===== src/rtl/pwm_tmr_pkg.sv =====
// Package: shared constants and helpers for the dual-compare PWM timer.
// Assumes: the prescale code is SEL_W bits wide, so the divisor reaches 2^(2^SEL_W - 1).
package pwm_tmr_pkg;

    localparam int SEL_W = 3;

    // Width of the prescale counter that the largest divisor needs.
    function automatic int presc_width(input int sel_w);
        return (1 << sel_w) - 1;
    endfunction

endpackage


===== src/rtl/pwm_prescaler.sv =====
// Module: prescale tick generator.
// Produces a one-cycle tick every 2^sel clocks while run is high. It starts from
// zero each time run rises, so the first tick comes on the 2^sel-th enabled cycle.
// Assumes: sel is held stable while running.
module pwm_prescaler
    import pwm_tmr_pkg::*;
#(
    parameter int SW = SEL_W
) (
    input  logic          clk,
    input  logic          rst_n,
    input  logic          run,
    input  logic [SW-1:0] sel,
    output logic          tick
);
    localparam int PRE_W = presc_width(SW);

    logic [PRE_W-1:0] presc_q;
    logic [PRE_W-1:0] mask;

    // One mask bit per divider stage: stage i takes part when the code exceeds i.
    for (genvar i = 0; i < PRE_W; i++) begin : g_mask
        assign mask[i] = (int'(sel) > i);
    end

    // Free-running divider, held at zero while stopped.
    always_ff @(posedge clk) begin
        if (!rst_n || !run) begin
            presc_q <= '0;
        end else begin
            presc_q <= presc_q + PRE_W'(1);
        end
    end

    // Tick when all selected low bits of the divider are ones.
    assign tick = run && ((presc_q & mask) == mask);

endmodule


===== src/rtl/pwm_counter.sv =====
// Module: free-running up-counter.
// Advances by one on each tick, wraps from all-ones to zero and never clears on a
// compare match. It is forced to zero while stopped.
// Assumes: tick is a single-cycle pulse qualified by run.
module pwm_counter #(
    parameter int CNT_W = 16
) (
    input  logic             clk,
    input  logic             rst_n,
    input  logic             run,
    input  logic             tick,
    output logic [CNT_W-1:0] count,
    output logic             wrap
);
    logic [CNT_W-1:0] cnt_q;

    // Count register: zero when stopped, increments on tick.
    always_ff @(posedge clk) begin
        if (!rst_n || !run) begin
            cnt_q <= '0;
        end else if (tick) begin
            cnt_q <= cnt_q + CNT_W'(1);
        end
    end

    assign count = cnt_q;
    assign wrap  = tick && (cnt_q == '1);

endmodule


===== src/rtl/pwm_compare.sv =====
// Module: compare registers and output state.
// Holds working copies of the set and clear values, loaded from the shadow inputs
// while stopped or on a wrap. Tracks whether the pulse is active by comparing them
// with the current count every clock.
// Assumes: count and wrap come from pwm_counter in the same clock domain.
module pwm_compare #(
    parameter int CNT_W = 16
) (
    input  logic             clk,
    input  logic             rst_n,
    input  logic             run,
    input  logic             wrap,
    input  logic [CNT_W-1:0] count,
    input  logic [CNT_W-1:0] set_shadow,
    input  logic [CNT_W-1:0] clr_shadow,
    output logic             active
);
    logic [CNT_W-1:0] set_q;
    logic [CNT_W-1:0] clr_q;
    logic             act_q;

    // Working compare values: follow the shadows while stopped, latch them at each wrap.
    always_ff @(posedge clk) begin
        if (!rst_n) begin
            set_q <= '0;
            clr_q <= '0;
        end else if (!run || wrap) begin
            set_q <= set_shadow;
            clr_q <= clr_shadow;
        end
    end

    // Pulse state: equal values hold it off; a set match turns it on, a clear match off.
    always_ff @(posedge clk) begin
        if (!rst_n || !run) begin
            act_q <= 1'b0;
        end else if (set_q == clr_q) begin
            act_q <= 1'b0;
        end else if (count == set_q) begin
            act_q <= 1'b1;
        end else if (count == clr_q) begin
            act_q <= 1'b0;
        end
    end

    assign active = act_q;

endmodule


===== src/rtl/dcpwm_timer.sv =====
// Module: top of the dual-compare free-running PWM timer.
// Combines the prescaler, the counter and the compare stage. Keeps the sticky
// overflow flag and maps the pulse state onto the pin through polarity and output enable.
// Assumes: all inputs are synchronous to clk; ovf_clr is a one-cycle pulse.
module dcpwm_timer
    import pwm_tmr_pkg::*;
#(
    parameter int CNT_W = 16
) (
    input  logic             clk,
    input  logic             rst_n,
    input  logic             clk_sup_en,
    input  logic             cnt_en,
    input  logic [SEL_W-1:0] clk_sel,
    input  logic             out_en,
    input  logic             act_high,
    input  logic [CNT_W-1:0] cmp_set,
    input  logic [CNT_W-1:0] cmp_clr,
    input  logic             ovf_clr,
    output logic             pwm_o,
    output logic             ovf_flag,
    output logic [CNT_W-1:0] count
);
    logic run;
    logic tick;
    logic wrap;
    logic active;
    logic ovf_q;

    assign run = clk_sup_en && cnt_en;

    pwm_prescaler #(.SW(SEL_W)) u_presc (
        .clk   (clk),
        .rst_n (rst_n),
        .run   (run),
        .sel   (clk_sel),
        .tick  (tick)
    );

    pwm_counter #(.CNT_W(CNT_W)) u_cnt (
        .clk   (clk),
        .rst_n (rst_n),
        .run   (run),
        .tick  (tick),
        .count (count),
        .wrap  (wrap)
    );

    pwm_compare #(.CNT_W(CNT_W)) u_cmp (
        .clk        (clk),
        .rst_n      (rst_n),
        .run        (run),
        .wrap       (wrap),
        .count      (count),
        .set_shadow (cmp_set),
        .clr_shadow (cmp_clr),
        .active     (active)
    );

    // Sticky overflow flag: a wrap sets it and wins over a simultaneous clear.
    always_ff @(posedge clk) begin
        if (!rst_n) begin
            ovf_q <= 1'b0;
        end else if (wrap) begin
            ovf_q <= 1'b1;
        end else if (ovf_clr) begin
            ovf_q <= 1'b0;
        end
    end

    assign ovf_flag = ovf_q;
    assign pwm_o    = (out_en && active) ? act_high : !act_high;

endmodule


===== config.mk =====
export PLATFORM = sky130hd
export DESIGN_NAME = dcpwm_timer
export DESIGN_NICKNAME = d
export VERILOG_FILES = /design/src/rtl/pwm_tmr_pkg.sv /design/src/rtl/pwm_prescaler.sv /design/src/rtl/pwm_counter.sv /design/src/rtl/pwm_compare.sv /design/src/rtl/dcpwm_timer.sv
export SDC_FILE = /design/constraint.sdc
export NUM_CORES = 1
export LEC_CHECK = 0
export ABC_AREA = 1
export BUFFER_PORTS_ARGS = -buffer_cell sky130_fd_sc_hd__buf_2
export CAP_MARGIN = 20
export CORE_MARGIN = 10
export CORE_UTILIZATION = 45
export DETAILED_ROUTE_END_ITERATION = 16
export PLACE_DENSITY = 0.69
export SKIP_LAST_GASP = 1
export SLEW_MARGIN = 30
export SYNTH_ARGS = -nofsm -noshare
export SYNTH_HDL_FRONTEND = slang
export SYNTH_SLANG_ARGS = --single-unit

===== constraint.sdc =====
create_clock -name clk -period 1.8 [get_ports clk]
set_clock_uncertainty 0.15 [all_clocks]
set_input_delay 0.18 -clock clk [delete_from_list [all_inputs] [get_ports clk]]
set_output_delay 0.18 -clock clk [all_outputs]
set_load 0.01 [all_outputs]

==> results.py <==
metrics = {
    "status": {
        "status": "finished clean",
    },
    "setup_path": {
        "reg2reg_depth": 9,
        "r2r_slack_ps": 10,
        "crit_type": "register to register",
        "critPathRequiredTime_ps": 1880,
        "r2r_start": "u_cnt.count[1]",
        "r2r-end": "u_cmp.clr_q[13]",
        "end_kind": "register",
        "crit_arrival_ps": 1870,
        "cp-start-kind": "register",
        "path_max_fanout": 16,
    },
    "timing": {
        "min_period_ps": 1790,
        "rsz0062_at_grt": "true",
        "tightest_slew_ps": 718,
        "timing.fmax_ghz": 0.559,
        "hold_viol": 0,
        "slew_viol_final": 0,
        "setup_viol": 0,
        "hold_ws_ps": 103,
        "relSlewSlack": 0.521,
        "fin_crit_sh": 0.994,
    },
    "power_and_ir_drop": {
        "p_per_area_nw_per_um2": 632,
        "vdd_drop_max_uv": 351,
        "p_leak_nw": 2.26,
        "finalPower_mw": 2.96,
    },
    "synthesis": {
        "synth_top_family_by_area": "simple AND/OR/NAND/NOR gates",
        "synth_compound_area_frac": 0.0866,
        "yosys.area_share.adder": 0.00716,
        "muxShareOfSynthArea": 0,
        "ys_seq_area_frac": 0.326,
        "ys_seq_elements": 57,
        "synthesis.nets": 611,
        "synth.distinct_cells": 27,
        "avgSynthCellArea_sq_um": 6.17,
        "netlist_instances": 567,
        "netlist_area_sq_um": 3500,
        "ys.warnings.count": 0,
        "synthSimpleGateAreaFrac": 0.377,
        "synth-xor-area-share": 0.0952,
    },
    "floorplanning": {
        "core_sq_um": 7650,
        "io_pins": 60,
        "die_x_microns": 108,
        "die_h_microns": 108,
        "start_util": 0.457,
        "die_area_sq_um": 11700,
        "rows": 32,
    },
    "final_layout": {
        "final_nets": 719,
        "drive_above_1_share": 0.191,
        "fin_cells": 782,
        "n_antenna_cell": 0,
        "area_delta_synth_final_pct": 33.9,
    },
    "detailed_routing": {
        "first_iter_violations": 244,
        "post-route-drc-count": 0,
        "wl_mm": 10.6,
        "dr_total_vias": 3890,
        "dr.pass1.iters": 6,
        "wl_per_cell_microns": 13.5,
        "via_per_inst": 4.97,
        "detail-route-antenna-nets": 0,
    },
    "placed_design": {
        "gp_congestion": 0.897,
        "portBuffers": 59,
        "dpl.hpwl_mm": 7.00,
        "placed_cells": 725,
    },
    "clock_tree": {
        "cts_root_buf": "clkbuf_8",
        "cts_buffers": 9,
        "htree_levels": 3,
        "clk_pin_slew_ps": 70,
        "cts_tree": "yes",
        "cts.sinks": 57,
        "insertion_delay_ps": 340,
        "max-clock-path-buffers": 2,
    },
    "min_path": {
        "hp-start": "clk_sel[2]",
        "hold_class": "input pin to register",
        "whs_endpoint": "ovf_flag",
        "hold_depth": 4,
    },
    "run": {
        "cap_viol_max_count": 0,
    },
    "global_routing": {
        "grt_max_degree": 65,
        "grt_pass1_wl_mm": 16.2,
        "grt-ovfl-total": 0,
        "first_global_vias": 3525,
        "grt.total_usage": 0.169,
        "antenna_found_initial": 0,
    },
}
metrics by stage:
step | setup slack [ps] | TNS [ps] | util | instance area (sq um)
finish | 10.9 | 0 | 0.612 | 4680
global route | -60.8 | -1470 | 0.612 | 4680
CTS | 6.31 | 0 | 0.590 | 4510
detailed placement | 37.9 | 0 | 0.520 | 3980
global placement | 83.9 | 0 | 0.520 | 3980
floorplan | 25.7 | 0 | - | 3500
state kept, by name, summed over array words and instances (netlist names):
| register | count |
|---|---|
| u_cmp.set_q | 16 |
| u_cmp.clr_q | 16 |
| u_cnt.count | 16 |
| u_presc.presc_q | 7 |
| u_cmp.active | 1 |
| ovf_flag | 1 |
where the power goes:
part / internal (mW) / switching, mW / leakage (nW)
clock: 0.646 / 0.519 / 0.102
sequential: 1.32 / 0.0542 / 0.470
combinational: 0.206 / 0.218 / 1.69
total: 2.17 / 0.791 / 2.26
worst max-delay path by stage:
stage | startpoint | to | depth (start not counted) | slack [ps]
final | u_cnt.count[1] | u_cmp.clr_q[13] | 9 | 10
after global routing | u_cnt.count[1] | u_cmp.set_q[5] | 9 | -60
after CTS | u_cnt.count[0] | u_cmp.clr_q[7] | 9 | 6
after detailed placement | u_cnt.count[0] | u_cmp.clr_q[7] | 9 | 40
after global placement | u_cnt.count[0] | u_cmp.clr_q[8] | 9 | 80
after floorplan | u_cnt.count[0] | u_cmp.clr_q[0] | 9 | 30
synthesized netlist by cell type (all sizes together):
| cell | instances | area share |
|---|---|---|
| a21boi | 1 | 0.0021 |
| a21oi | 51 | 0.073 |
| and2 | 1 | 0.0018 |
| buf | 20 | 0.034 |
| clkbuf | 10 | 0.011 |
| dfxtp | 57 | 0.33 |
| ha | 2 | 0.0072 |
| inv | 58 | 0.062 |
| nand2 | 183 | 0.20 |
| nand3 | 40 | 0.061 |
| nand3b | 2 | 0.0043 |
| nand4 | 3 | 0.0054 |
| nor2 | 91 | 0.10 |
| nor3 | 2 | 0.0043 |
| o21ai | 8 | 0.011 |
| xnor2 | 1 | 0.0025 |
| xor2 | 37 | 0.093 |
cell usage in the layout, fill, tap and decap left out:
cell type,count
nor3_1,1
nand4_1,3
buf_4,28
clkbuf_8,13
nand3_2,1
buf_6,2
clkinv_1,1
nand3_1,38
nand2_1,180
clkbuf_16,3
ha_1,1
dfxtp_1,53
nand2_2,2
nor2_4,3
and2_1,1
o21ai_0,7
xnor2_1,1
o21ai_1,1
nor2_1,86
nand3b_1,2
clkinv_2,2
clkbuf_1,1
buf_2,59
inv_2,3
dlygate4sd3_1,34
xor2_1,37
nor2_2,2
dfxtp_2,4
buf_16,1
a21oi_2,3
nand2_4,1
a21boi_1,1
ha_4,1
inv_1,54
nand3_4,1
nor3_2,1
a21oi_1,48
final cells by class:
| cell class | instances | area (sq um) |
|---|---|---|
| fillers | 714 | 2970 |
| repair buffers | 127 | 971 |
| flip-flops and latches | 57 | 1150 |
| clock inverters | 2 | 10.0 |
| clock buffers | 14 | 183 |
| multi-input cells | 422 | 2030 |
| inverters | 58 | 218 |
| well taps | 102 | 128 |
worst max-delay path, stage by stage (launching register included):
cell	delay (ps)
dfxtp_2	360
ha_4	170
nand2_4	60
nor2_4	120
nand2_2	90
nor2_4	110
nand3_4	180
clkbuf_16	240
a21oi_1	130
nor2_1	60
routing by layer:
layer	part of all wire	track usage	up-vias
met3	0.079	0.0369	24
met1	0.44	0.218	1765
met2	0.46	0.263	146
met5	0	0	-
met4	0.026	0.0782	0
li1	-	-	1955
cell families after synthesis:
logic type | after synthesis
flops | 57
compound gates | 60
simple gates | 322
buf+inv | 88
fa+ha+maj | 2
xor+xnor | 38
repair_timing:
action | CTS | global route
endpoints found under the setup margin | 0 | 45
hold buffers | 34 | 0
resized for setup | 0 | 15
endpoints found under the hold margin | 33 | 0
setup buffers | 0 | 2
Note: power is estimated with default switching activity, not from simulation.
